--- src/rtl/tws_pkg.sv ---
package tws_pkg;
  localparam int BYTE_W    = 8;
  localparam int REG_BYTES = 2;
  localparam int LEN_W     = 2;
  localparam int SEL_W     = 3;
  localparam int CODE_W    = 4;

  typedef enum logic [2:0] {
    ST_IDLE,
    ST_RX,
    ST_DECIDE,
    ST_ACK,
    ST_TX,
    ST_TX_ACK,
    ST_TX_NEXT,
    ST_WAIT
  } tws_state_e;

  typedef enum logic [1:0] {
    PH_CTRL,
    PH_CMD,
    PH_DATA
  } tws_phase_e;
endpackage

--- src/rtl/tws_sync.sv ---
module tws_sync #(
  parameter int W      = 2,
  parameter int STAGES = 2
) (
  input  logic         clk,
  input  logic         rst_n,
  input  logic [W-1:0] din,
  output logic [W-1:0] dout
);
  logic [STAGES-1:0][W-1:0] stg;

  always_ff @(posedge clk or negedge rst_n) begin
    if (!rst_n) stg <= '1;
    else        stg <= {stg[STAGES-2:0], din};
  end

  assign dout = stg[STAGES-1];
endmodule

--- src/rtl/tws_bus_cond.sv ---
module tws_bus_cond (
  input  logic clk,
  input  logic rst_n,
  input  logic scl_s,
  input  logic sda_s,
  output logic scl_rise,
  output logic scl_fall,
  output logic start_p,
  output logic stop_p
);
  logic scl_prev, sda_prev;

  always_ff @(posedge clk or negedge rst_n) begin
    if (!rst_n) begin
      scl_prev <= 1'b1;
      sda_prev <= 1'b1;
    end else begin
      scl_prev <= scl_s;
      sda_prev <= sda_s;
    end
  end

  assign scl_rise = scl_s & ~scl_prev;
  assign scl_fall = ~scl_s & scl_prev;
  assign start_p  = scl_s & scl_prev & sda_prev & ~sda_s;
  assign stop_p   = scl_s & scl_prev & ~sda_prev & sda_s;
endmodule

--- src/rtl/tws_engine.sv ---
module tws_engine
  import tws_pkg::*;
#(
  parameter logic [CODE_W-1:0] DEV_CODE = 4'b1011
) (
  input  logic                        clk,
  input  logic                        rst_n,
  input  logic                        scl_rise,
  input  logic                        scl_fall,
  input  logic                        start_p,
  input  logic                        stop_p,
  input  logic                        sda_s,
  input  logic [SEL_W-1:0]            dev_sel_i,
  input  logic                        busy_i,
  input  logic [LEN_W-1:0]            cmd_len_i,
  input  logic [REG_BYTES*BYTE_W-1:0] rd_data_i,
  input  logic                        wr_ready_i,
  output logic                        sda_pull_o,
  output logic [BYTE_W-1:0]           cmd_o,
  output logic                        wr_valid_o,
  output logic [BYTE_W-1:0]           wr_cmd_o,
  output logic [BYTE_W-1:0]           wr_data_o,
  output logic                        wr_pos_o,
  output logic                        wr_nodata_o
);
  localparam int CNT_W = $clog2(BYTE_W);
  localparam logic [CNT_W-1:0] LAST_BIT = CNT_W'(BYTE_W - 1);

  tws_state_e          state;
  tws_phase_e          phase;
  logic [CNT_W-1:0]    bit_cnt;
  logic [BYTE_W-1:0]   shreg;
  logic [BYTE_W-1:0]   tx_sh;
  logic [BYTE_W-1:0]   cmd_q;
  logic [LEN_W-1:0]    data_cnt;
  logic                hs_done;
  logic                rd_mode;
  logic                rd_idx;
  logic                pull_q;

  logic                deciding, ctrl_hit, want_wr, hs_now, plain_ok, ack_ok;
  logic [BYTE_W-1:0]   rd_byte;

  assign deciding = (state == ST_DECIDE);
  assign cmd_o    = (deciding && phase == PH_CMD) ? shreg : cmd_q;
  assign ctrl_hit = (shreg[BYTE_W-1 -: CODE_W] == DEV_CODE) &&
                    (shreg[SEL_W:1] == dev_sel_i);

  always_comb begin
    want_wr = 1'b0;
    if (deciding) begin
      if (phase == PH_CMD)       want_wr = (cmd_len_i == '0);
      else if (phase == PH_DATA) want_wr = (data_cnt < cmd_len_i);
    end
  end

  always_comb begin
    case (phase)
      PH_CTRL: plain_ok = ctrl_hit;
      PH_CMD:  plain_ok = 1'b1;
      default: plain_ok = 1'b0;
    endcase
  end

  assign wr_valid_o  = want_wr && !hs_done && !busy_i;
  assign hs_now      = hs_done || (wr_valid_o && wr_ready_i);
  assign ack_ok      = want_wr ? hs_now : (plain_ok && !busy_i);
  assign wr_cmd_o    = cmd_o;
  assign wr_data_o   = shreg;
  assign wr_pos_o    = data_cnt[0];
  assign wr_nodata_o = (phase == PH_CMD);

  assign rd_byte = (cmd_len_i == LEN_W'(REG_BYTES) && !rd_idx) ?
                   rd_data_i[REG_BYTES*BYTE_W-1 -: BYTE_W] : rd_data_i[BYTE_W-1:0];

  assign sda_pull_o = pull_q;

  always_ff @(posedge clk or negedge rst_n) begin
    if (!rst_n) begin
      state    <= ST_IDLE;
      phase    <= PH_CTRL;
      bit_cnt  <= '0;
      shreg    <= '0;
      tx_sh    <= '0;
      cmd_q    <= '0;
      data_cnt <= '0;
      hs_done  <= 1'b0;
      rd_mode  <= 1'b0;
      rd_idx   <= 1'b0;
      pull_q   <= 1'b0;
    end else if (start_p) begin
      state   <= ST_RX;
      phase   <= PH_CTRL;
      bit_cnt <= '0;
      rd_mode <= 1'b0;
      hs_done <= 1'b0;
      pull_q  <= 1'b0;
    end else if (stop_p) begin
      state  <= ST_IDLE;
      pull_q <= 1'b0;
    end else begin
      case (state)
        ST_RX: if (scl_rise) begin
          shreg   <= {shreg[BYTE_W-2:0], sda_s};
          bit_cnt <= bit_cnt + 1'b1;
          if (bit_cnt == LAST_BIT) begin
            state   <= ST_DECIDE;
            hs_done <= 1'b0;
          end
        end
        ST_DECIDE: begin
          if (wr_valid_o && wr_ready_i) hs_done <= 1'b1;
          if (scl_fall) begin
            if (ack_ok) begin
              pull_q <= 1'b1;
              state  <= ST_ACK;
              case (phase)
                PH_CTRL: begin
                  rd_mode <= shreg[0];
                  phase   <= PH_CMD;
                  rd_idx  <= 1'b0;
                end
                PH_CMD: begin
                  cmd_q    <= shreg;
                  phase    <= PH_DATA;
                  data_cnt <= '0;
                end
                default: data_cnt <= data_cnt + 1'b1;
              endcase
            end else begin
              state <= ST_WAIT;
            end
          end
        end
        ST_ACK, ST_TX_NEXT: if (scl_fall) begin
          bit_cnt <= '0;
          if (state == ST_TX_NEXT || rd_mode) begin
            tx_sh  <= rd_byte;
            pull_q <= ~rd_byte[BYTE_W-1];
            rd_idx <= (cmd_len_i == LEN_W'(REG_BYTES)) ? ~rd_idx : 1'b0;
            state  <= ST_TX;
          end else begin
            pull_q <= 1'b0;
            state  <= ST_RX;
          end
        end
        ST_TX: if (scl_fall) begin
          if (bit_cnt == LAST_BIT) begin
            pull_q <= 1'b0;
            state  <= ST_TX_ACK;
          end else begin
            tx_sh   <= {tx_sh[BYTE_W-2:0], 1'b0};
            pull_q  <= ~tx_sh[BYTE_W-2];
            bit_cnt <= bit_cnt + 1'b1;
          end
        end
        ST_TX_ACK: if (scl_rise) state <= sda_s ? ST_WAIT : ST_TX_NEXT;
        default: ;
      endcase
    end
  end
endmodule

--- src/rtl/tws_cmd_slave.sv ---
module tws_cmd_slave
  import tws_pkg::*;
#(
  parameter logic [CODE_W-1:0] DEV_CODE    = 4'b1011,
  parameter int                SYNC_STAGES = 2
) (
  input  logic                        clk,
  input  logic                        rst_n,
  input  logic                        scl_i,
  input  logic                        sda_i,
  output logic                        sda_pull_o,
  input  logic [SEL_W-1:0]            dev_sel_i,
  input  logic                        busy_i,
  output logic [BYTE_W-1:0]           cmd_o,
  input  logic [LEN_W-1:0]            cmd_len_i,
  input  logic [REG_BYTES*BYTE_W-1:0] rd_data_i,
  output logic                        wr_valid_o,
  input  logic                        wr_ready_i,
  output logic [BYTE_W-1:0]           wr_cmd_o,
  output logic [BYTE_W-1:0]           wr_data_o,
  output logic                        wr_pos_o,
  output logic                        wr_nodata_o
);
  logic [1:0] line_s;
  logic       scl_s, sda_s;
  logic       scl_rise, scl_fall, start_p, stop_p;

  tws_sync #(.W(2), .STAGES(SYNC_STAGES)) u_sync (
    .clk  (clk),
    .rst_n(rst_n),
    .din  ({scl_i, sda_i}),
    .dout (line_s)
  );

  assign scl_s = line_s[1];
  assign sda_s = line_s[0];

  tws_bus_cond u_cond (
    .clk     (clk),
    .rst_n   (rst_n),
    .scl_s   (scl_s),
    .sda_s   (sda_s),
    .scl_rise(scl_rise),
    .scl_fall(scl_fall),
    .start_p (start_p),
    .stop_p  (stop_p)
  );

  tws_engine #(.DEV_CODE(DEV_CODE)) u_eng (
    .clk        (clk),
    .rst_n      (rst_n),
    .scl_rise   (scl_rise),
    .scl_fall   (scl_fall),
    .start_p    (start_p),
    .stop_p     (stop_p),
    .sda_s      (sda_s),
    .dev_sel_i  (dev_sel_i),
    .busy_i     (busy_i),
    .cmd_len_i  (cmd_len_i),
    .rd_data_i  (rd_data_i),
    .wr_ready_i (wr_ready_i),
    .sda_pull_o (sda_pull_o),
    .cmd_o      (cmd_o),
    .wr_valid_o (wr_valid_o),
    .wr_cmd_o   (wr_cmd_o),
    .wr_data_o  (wr_data_o),
    .wr_pos_o   (wr_pos_o),
    .wr_nodata_o(wr_nodata_o)
  );
endmodule

--- config.mk ---
export PLATFORM = sky130hd
export DESIGN_NAME = tws_cmd_slave
export DESIGN_NICKNAME = d
export VERILOG_FILES = /design/src/rtl/tws_pkg.sv /design/src/rtl/tws_sync.sv /design/src/rtl/tws_bus_cond.sv /design/src/rtl/tws_engine.sv /design/src/rtl/tws_cmd_slave.sv
export SDC_FILE = /design/constraint.sdc
export NUM_CORES = 1
export LEC_CHECK = 0
export CORE_MARGIN = 2
export CORE_UTILIZATION = 50
export CTS_BUF_LIST = sky130_fd_sc_hd__clkbuf_8
export DETAILED_ROUTE_END_ITERATION = 6
export GPL_TIMING_DRIVEN = 0
export PLACE_DENSITY = 0.75
export SLEW_MARGIN = 30
export SYNTH_ARGS = -nofsm -noshare
export SYNTH_HDL_FRONTEND = slang
export SYNTH_HIERARCHICAL = 1
export SYNTH_SLANG_ARGS = --single-unit
--- constraint.sdc ---
create_clock -name clk -period 3.08 [get_ports clk]
set_input_delay 0.616 -clock clk [delete_from_list [all_inputs] [get_ports clk]]
set_output_delay 0.616 -clock clk [all_outputs]
set_load 0.005 [all_outputs]
==> results of run 1 <==
==> cell usage after synthesis, types with 2 or more instances <==
| master | instances | area, sq um |
|---|---|---|
| sky130_fd_sc_hd__or3_1 | 3 | 18.8 |
| sky130_fd_sc_hd__buf_4 | 10 | 75.1 |
| sky130_fd_sc_hd__nand3_1 | 6 | 30.0 |
| sky130_fd_sc_hd__inv_1 | 6 | 22.5 |
| sky130_fd_sc_hd__mux2i_1 | 9 | 90.1 |
| sky130_fd_sc_hd__a21oi_1 | 15 | 75.1 |
| sky130_fd_sc_hd__nor3b_1 | 2 | 15.0 |
| sky130_fd_sc_hd__a311oi_1 | 2 | 17.5 |
| sky130_fd_sc_hd__nand2_1 | 19 | 71.3 |
| sky130_fd_sc_hd__nand2b_1 | 7 | 43.8 |
| sky130_fd_sc_hd__mux2_4 | 8 | 120 |
| sky130_fd_sc_hd__dfstp_2 | 6 | 158 |
| sky130_fd_sc_hd__xnor2_1 | 3 | 26.3 |
| sky130_fd_sc_hd__dfrtp_1 | 37 | 926 |
| sky130_fd_sc_hd__nor2_1 | 13 | 48.8 |
| sky130_fd_sc_hd__mux2_2 | 23 | 259 |
| sky130_fd_sc_hd__nor3_1 | 8 | 40.0 |
| sky130_fd_sc_hd__clkbuf_1 | 8 | 30.0 |
| sky130_fd_sc_hd__ha_1 | 3 | 37.5 |
| sky130_fd_sc_hd__o21ai_0 | 18 | 90.1 |
| sky130_fd_sc_hd__nor4_1 | 4 | 25.0 |
| sky130_fd_sc_hd__nand3b_1 | 2 | 15.0 |
| sky130_fd_sc_hd__nor2b_1 | 8 | 50.1 |
| sky130_fd_sc_hd__and4b_1 | 3 | 30.0 |
==> per-stage QoR <==
| stage | hold WS [ns] | instance area (sq um) | setup WS, ns |
|---|---|---|---|
| 5_1_grt | 0.353 | 3420 | 0.0176 |
| 6_report | 0.297 | 3420 | 0.109 |
| 4_1_cts | 0.316 | 3410 | 0.00452 |
| 2_1_floorplan | 0.320 | 2630 | 0.534 |
| 3_5_place_dp | 0.348 | 3280 | -0.348 |
| 3_3_place_gp | 0.347 | 3250 | -0.370 |
==> final timing paths <==
kind                       slack [ns]                           from                    endpoint  depth (start not counted)
max in group asynchronous        2.21                          rst_n    u_sync/dout[0]$_DFF_PN1_                          2
setup / recovery                 0.11     u_eng/state[2]$_DFFE_PN0P_                 wr_cmd_o[1]                          5
hold reg to reg                  0.36        u_sync/stg[1]$_DFF_PN1_    u_sync/dout[1]$_DFF_PN1_                          0
hold / removal                   0.30                          rst_n  u_eng/cmd_q[5]$_DFFE_PN0P_                          1
min in group clk                 0.36        u_sync/stg[1]$_DFF_PN1_    u_sync/dout[1]$_DFF_PN1_                          0
setup reg to reg                 0.51  u_eng/data_cnt[1]$_DFFE_PN0P_  u_eng/cmd_q[5]$_DFFE_PN0P_                          6
==> flip-flops by register name, indices dropped and copies added (netlist names) <==
name and flops:
u_sync/stg 2, u_eng/wr_data_o 8, u_eng/bit_cnt 3, u_eng/cmd_q 8, u_eng/phase 2, u_eng/hs_done 1
u_sync/dout 2, u_eng/sda_pull_o 1, u_eng/state 3, u_cond/scl_prev 1, u_eng/tx_sh 7, u_eng/rd_idx 1
u_eng/rd_mode 1, u_eng/data_cnt 2, u_cond/sda_prev 1
==> worst max-delay path, cell delays in order, from the launching register on <==
cell and delay, ns:
sky130_fd_sc_hd__dfrtp_1 0.55, sky130_fd_sc_hd__nor3b_4 0.36, sky130_fd_sc_hd__nand2_2 0.23, sky130_fd_sc_hd__mux2_2 0.35, sky130_fd_sc_hd__buf_4 0.13, sky130_fd_sc_hd__clkdlybuf4s50_1 0.43
==> cells in the final DEF (no fill, tap or decap), types with 3 or more instances in the layout <==
cell type | Yosys | routed
sky130_fd_sc_hd__nand2_1 | 19 | 17
sky130_fd_sc_hd__dfrtp_1 | 37 | 37
sky130_fd_sc_hd__clkbuf_8 | 0 | 6
sky130_fd_sc_hd__mux2_2 | 23 | 23
sky130_fd_sc_hd__a21oi_1 | 15 | 15
sky130_fd_sc_hd__or3_1 | 3 | 3
sky130_fd_sc_hd__mux2_4 | 8 | 8
sky130_fd_sc_hd__and4b_1 | 3 | 3
sky130_fd_sc_hd__nor3_1 | 8 | 8
sky130_fd_sc_hd__nand2b_1 | 7 | 7
sky130_fd_sc_hd__buf_4 | 10 | 13
sky130_fd_sc_hd__nor2_1 | 13 | 13
sky130_fd_sc_hd__mux2i_1 | 9 | 9
sky130_fd_sc_hd__nor4_1 | 4 | 4
sky130_fd_sc_hd__o21ai_0 | 18 | 18
sky130_fd_sc_hd__nor2b_1 | 8 | 7
sky130_fd_sc_hd__clkbuf_1 | 8 | 7
sky130_fd_sc_hd__inv_1 | 6 | 6
sky130_fd_sc_hd__xnor2_1 | 3 | 3
sky130_fd_sc_hd__nand3_1 | 6 | 6
sky130_fd_sc_hd__clkdlybuf4s50_1 | 0 | 51
sky130_fd_sc_hd__dfstp_2 | 6 | 6
sky130_fd_sc_hd__ha_1 | 3 | 3
==> cells by family (layout without fill, tap and decap cells) <==
family	Yosys count	count (layout)	synth area share
AND/OR/NAND/NOR	82	82	0.174
XOR/XNOR	3	3	0.0100
flip-flops	43	43	0.413
multiplexers	41	41	0.183
adder cells (fa/ha/maj)	3	3	0.0143
AO/OA/AOI/OAI	56	56	0.150
buffers and inverters	27	91	0.0562
==> area by class of cell <==
class | instances | area share
clock buffer | 6 | 0.0241
clock inverter | 2 | 0.0113
tap | 70 | 0.0256
multi-input combinational | 185 | 0.411
timing repair buffer | 58 | 0.170
inverter | 6 | 0.00658
buffer | 19 | 0.0344
sequential | 43 | 0.317
==> power breakdown <==
group	leakage (nW)	switching (mW)	internal, mW
Combinational	0.840	0.361	0.393
Sequential	0.543	0.148	0.708
Clock	0.0618	0.204	0.267
Total	1.44	0.713	1.37
==> what timing repair did <==
item,CTS,global route
hold endpoints to repair,0,0
pin swaps,3,1
hold buffers,0,0
setup endpoints to repair,17,16
setup buffers,1,2
gates resized for setup,5,1
==> per-layer routing <==
layer	up-vias	track usage
met4	0	0.0709
met1	1075	0.299
li1	1051	-
met2	66	0.330
met3	10	0.0344
met5	-	0
==> results summary, run 1 <==
The share of the Yosys chip area taken by registers is 0.413. At the end of the flow, the number of nets in the layout was 348. The post-synthesis sequential element count came out at 43. The growth of design area from synthesis to finish is 30.4%.

The clock passes through at most 2 buffers. The root buffer cell is sky130_fd_sc_hd__clkbuf_8. The violation count after the first detailed-route iteration came out at approximately 150.

The H-tree depth is 2. For this run, the top clock speed supported by timing is around 0.34 GHz. The number of antenna violations at the first check in global routing came to 0. The cell area after synthesis came out at between 2000 and 3000 sq um. Setup repair after global routing left no endpoint under its margin. The length of routed wiring on met1 came out at roughly 2900 microns.

The number of warnings printed during yosys synthesis came out at 6. For this design the ratio of total power to cell area is 608 nW/um^2. At the later pin of the worst-skew pair, clock insertion delay measures 0.30 ns. The sequential cells in the finished layout cover a total of between 1000 and 1500 sq um. The detailed router used layers up to and including met4. The overall die height is between 70 and 80 microns. The number of pins exceeding their max-slew limit in the final report came out at 0. The critical path launch point type is a register.

The area of the multi-input gates came out at ~1400 sq um. The number of global-route vias before repair came to about 2100. The residual DRC count is 0.

The total routing resource utilization after global routing is 0.211. The maximum VDD drop is ~0.37 mV. Once layout is complete, the cells apart from fillers number slightly below 400.

The TritonCTS clock tree is yes. The pin count of the biggest net entering global routing came out at 24. The routed length on met2 is roughly 3000 microns. The endpoint required time on the critical path is about 2.5 ns.

The first-pass GRT wire length came out at between 9000 and 10000 microns. The number of instances in the synthesized netlist is 255. The number of inserted filler cells in the final layout is about 400. Of the cells placed in the final design, the portion with a size suffix greater than 1 is 0.223. The most used flip-flop cell after synthesis is sky130_fd_sc_hd__dfrtp_1. The remaining global-route overflow came out at 0. The critical path is of the register to primary output type.

The wire length per cell after detailed routing came out at about 16 microns. The run finished with clean final reports. The average via count per standard cell is 5.66. The measured slew at the worst slew-check pin is 0.847 ns. The share of async-settable or async-resettable flops after synthesis came out at 1.00. The accumulated negative setup slack is 0 ns. The total of endpoints with negative setup slack in the final report came out at 0. The sum of routed wire length over all layers is roughly 6200 microns. The design draws about 2.1 mW. The worst hold path belongs to the class input pin to asynchronous set/reset pin. Counting tap cells, the placed design contains a total of between 300 and 400 instances.

The unique cell type count in the Yosys netlist is between 50 and 60. The effective utilization at floorplan is 0.517. The shortest clock period the worst path allows after layout is approximately 3 ns.

Measured along the x axis, the die boundary spans about 76 microns. The count of endpoints failing hold in the final timing report came out at 0. The endpoint kind of the worst setup timing path is a primary output. The number of diodes came out at 0.

The routed design uses a little under 300 microns of met3 wire. The placer's final routability congestion estimate came out at a little over 0.9. The data arrival time of the critical path is 2.35 ns. Max-cap violations in this run came to 0.

The relative slew slack came out at 0.432. The floorplan row count is 26. The maximum net fanout on the critical path is 13. The number of port buffers is 54. The number of clock buffers inserted by TritonCTS is 5. A synthesized cell averages 10.3 sq um.

The leakage power is 1.44 nW. The first detailed-routing pass took 4 iterations. The number of synthesized flops with an enable pin came out at 0. The half-perimeter wire length after detailed placement came out at around 4400 microns.

The utilization of the core after routing came out at 0.675. The worst setup skew after layout is just over 0.007 ns. The die area is 5850 sq um. The synthesized netlist net count is approximately 290. The core region is 5070 sq um.

The number of nets with antenna violations after routing is 0. The number of primary I/O pins came out at 55. In the finished design, the share of the clock period the worst path needs comes to 0.964.

The clock input transition at the sequential cells of the worst setup and hold paths came out at 0.09 ns. For this design, the sink count on the clock tree is 43. The routed layout has roughly 2200 vias.
(Power assumes the default switching activity.)
==> inputs of run 2 (changes only) <==
- CELL_PAD_IN_SITES_DETAIL_PLACEMENT: unset -> 0
- CELL_PAD_IN_SITES_GLOBAL_PLACEMENT: unset -> 1
- CORE_UTILIZATION: 50 -> 41
- PLACE_DENSITY: 0.75 -> 0.8
==> results summary, run 2 (synthesized netlist as in run 1, its figures left out) <==
The wire length per cell after detailed routing is 15.1 microns (-5.6%). The residual DRC count came out at 0 (unchanged). The internal power component is 1.28 mW (-6.7%). The library cells used most frequently in the layout, excluding fill and tap cells, are sky130_fd_sc_hd__clkdlybuf4s50_1 (51), sky130_fd_sc_hd__dfrtp_1 (37), sky130_fd_sc_hd__mux2_2 (23). The type of the worst setup path is register to primary output.

The data arrival time of the critical path is 2.30 ns (-0.05 ns). The total clock sinks came to 43 (unchanged). The overall die height is 84.0 microns (+9.9%). The total of endpoints with negative setup slack in the final report is 0 (unchanged). The shortest clock period the worst path allows after layout came out at 2.91 ns (-0.0561 ns).

The clock input transition at the sequential cells of the worst setup and hold paths is 0.08 ns (about the same). The maximum net fanout on the critical path is 10 (-3). The number of diodes was 0 (unchanged). The library cell used most frequently in the layout, excluding fill and tap cells, is sky130_fd_sc_hd__clkdlybuf4s50_1. The reg2reg setup slack is 0.47 ns (-0.04 ns).

Setup repair after global routing left no endpoint under its margin. The count of endpoints failing hold in the final timing report is 0 (unchanged). The number of nets with antenna violations after routing is 0 (unchanged). The highest attainable clock frequency came out at 0.343 GHz (+1.9%). The worst hold path belongs to the class input pin to asynchronous set/reset pin. The fraction of layout instances using a drive strength above 1 is 0.220 (-0.00244). The number of global-route vias before repair is 2114 (+1.6%). The horizontal die dimension is 84.0 microns (+9.9%).

The worst setup skew after layout is 0.00416 ns (-0.00309 ns). The share of total power in sequential cells was 0.436 (+0.024). The number of primary I/O pins came to 55 (unchanged). The clock latency at the later pin of the worst-skew pair is 0.29 ns (about the same). The utilization of the core after routing is 0.539 (-0.136). The maximum VDD drop is 0.284 mV (-24%).

The leakage power came to 1.42 nW (-1.5%). The H-tree depth is 2 (unchanged). The switching power as a share of total power came to 0.351 (+0.00826). TritonCTS built the clock tree. The sum of routed wire length over all layers came out at 5970 microns (-4.2%). The worst-case reg-to-reg path depth came out at 6 (unchanged). In this run the critical register-to-register path is captured at u_eng/cmd_q[5]$_DFFE_PN0P_. The overall power after layout came out at 1.97 mW (-5.5%).

The number of clock buffers inserted by TritonCTS came to 5 (unchanged). The number of inserted filler cells in the final layout is 588 (+44%). The die area is 7060 sq um (+21%).

The clock network fraction of total power is 0.191 (-0.035). In this run the clock root is driven by a sky130_fd_sc_hd__clkbuf_8. STA classifies the critical path startpoint as a register. The worst setup path is captured at a primary output.

The measured slew at the worst slew-check pin came out at 0.826 ns (-0.0217 ns). The placeable core region came out at 6280 sq um (+24%). The combinational share of power came out at 0.373 (+0.011). The routed via count came out at 2118 (-3.8%). The number of antenna violations at the first check in global routing came out at 0 (unchanged).

The fraction of the cycle the final worst path needs is 0.946 (-0.0182). The floorplan row count came to 29 (+12%). The worst register-to-register path begins at u_eng/data_cnt[1]$_DFFE_PN0P_. The net switching power of the design came out at 689 uW (-3.2%). The half-perimeter wire length after detailed placement was 4390 microns (-0.63%). The endpoint required time on the critical path was 2.46 ns (about the same). The power per cell area came out at 581 nW/um^2 (-4.4%). The number of search-and-repair iterations in the first detailed-routing pass came out at 4 (unchanged).

The total routing resource utilization after global routing came out at 0.173 (-0.0386). The relative slew slack is 0.444 (+0.0117). The placer's final routability congestion estimate came out at 0.900 (-0.80%). The remaining global-route overflow is 0 (unchanged). The first-pass GRT wire length is 10000 microns (unchanged). The pin count of the biggest net entering global routing is 44 (+83%). The max-capacitance violation count came out at 0 (unchanged). The violation count after the first detailed-route iteration is 220 (+43%). The number of buffers between clock root and the deepest sink is 2 (unchanged). The effective utilization at floorplan came to 0.418 (-0.0991). The area of the multi-input gates is 1410 sq um (+0.18%). The number of port buffers came out at 54 (unchanged). The average via count per standard cell came out at 5.36 (-5.3%). The accumulated negative setup slack is 0 ns (unchanged). The flip-flop and latch area came to 1080 sq um (unchanged). The number of pins exceeding their max-slew limit in the final report is 0 (unchanged). The run finished with clean final reports.

The post-layout net count came out at 347 (-0.29%). The growth of design area from synthesis to finish came out at 28.9%.
## run 2: changes by cell type in the layout (fill, tap and decap cells not counted), sizes merged
| cell | previous run | this run |
|---|---|---|
| clkinv | 0 | 1 |
| buf | 17 | 16 |
| bufinv | 1 | 0 |
## run 2: area by class of cell
cell class	instances	share of cell area
Buffer	19	0.0348
Clock buffer	6	0.0244
Clock inverter	2	0.00370
Inverter	6	0.00666
Multi-Input combinational cell	185	0.417
Sequential cell	43	0.320
Tap cell	77	0.0285
Timing Repair Buffer	57	0.165
## run 2: critical path, cell delays in order (launching register included)
cell	delay [ns]
sky130_fd_sc_hd__dfrtp_1	0.41
sky130_fd_sc_hd__buf_2	0.20
sky130_fd_sc_hd__nor3b_4	0.28
sky130_fd_sc_hd__nand2_2	0.21
sky130_fd_sc_hd__mux2_2	0.33
sky130_fd_sc_hd__buf_4	0.13
sky130_fd_sc_hd__clkdlybuf4s50_1	0.44
## run 2: worst max path at each step
stage	start	end	cells past startpoint	slack, ns
floorplan	cmd_len_i[1]	u_eng/cmd_q[1]$_DFFE_PN0P_	6	0.53
CTS	u_eng/state[2]$_DFFE_PN0P_	wr_cmd_o[3]	6	0.01
global route	u_eng/state[0]$_DFFE_PN0P_	wr_cmd_o[1]	6	0.06
finish	u_eng/state[0]$_DFFE_PN0P_	wr_cmd_o[3]	6	0.17
global placement	cmd_len_i[1]	wr_valid_o	8	-0.40
detailed placement	cmd_len_i[1]	wr_valid_o	8	-0.40
## run 2: repair_timing
| action | in CTS | in global routing |
|---|---|---|
| hold buffers | 0 | 0 |
| buffers inserted | 1 | 2 |
| endpoints found under the setup margin | 17 | 16 |
| gates resized for setup | 6 | 1 |
| pin swaps | 3 | 1 |
## run 2: routing by layer
| metal | GRT usage | vias to the layer above | wire length, microns |
|---|---|---|---|
| li1 | - | 1047 | - |
| met1 | 0.234 | 1003 | 2860 |
| met2 | 0.274 | 60 | 2740 |
| met3 | 0.0425 | 8 | 310 |
| met4 | 0.0499 | 0 | 65 |
| met5 | 0 | - | 0 |
## run 2: through the flow
step           cell area (sq um)  worst slack (ns)  std cells  hold slack [ns]
2_1_floorplan               2630             0.534        255            0.320
3_3_place_gp                3260            -0.398        386            0.346
3_5_place_dp                3260            -0.403        386            0.348
4_1_cts                     3370            0.0137        395            0.315
5_1_grt                     3380            0.0561        395            0.343
6_report                    3380             0.165        395            0.300
## run 2: power groups by stage
stage	combinational [mW]	clock, mW	sequential, mW
2_1_floorplan	0.505	0	0.812
3_3_place_gp	0.737	0	0.838
3_5_place_dp	0.740	0	0.842
4_1_cts	0.754	0.389	0.832
5_1_grt	0.818	0.406	0.886
6_report	0.734	0.375	0.856
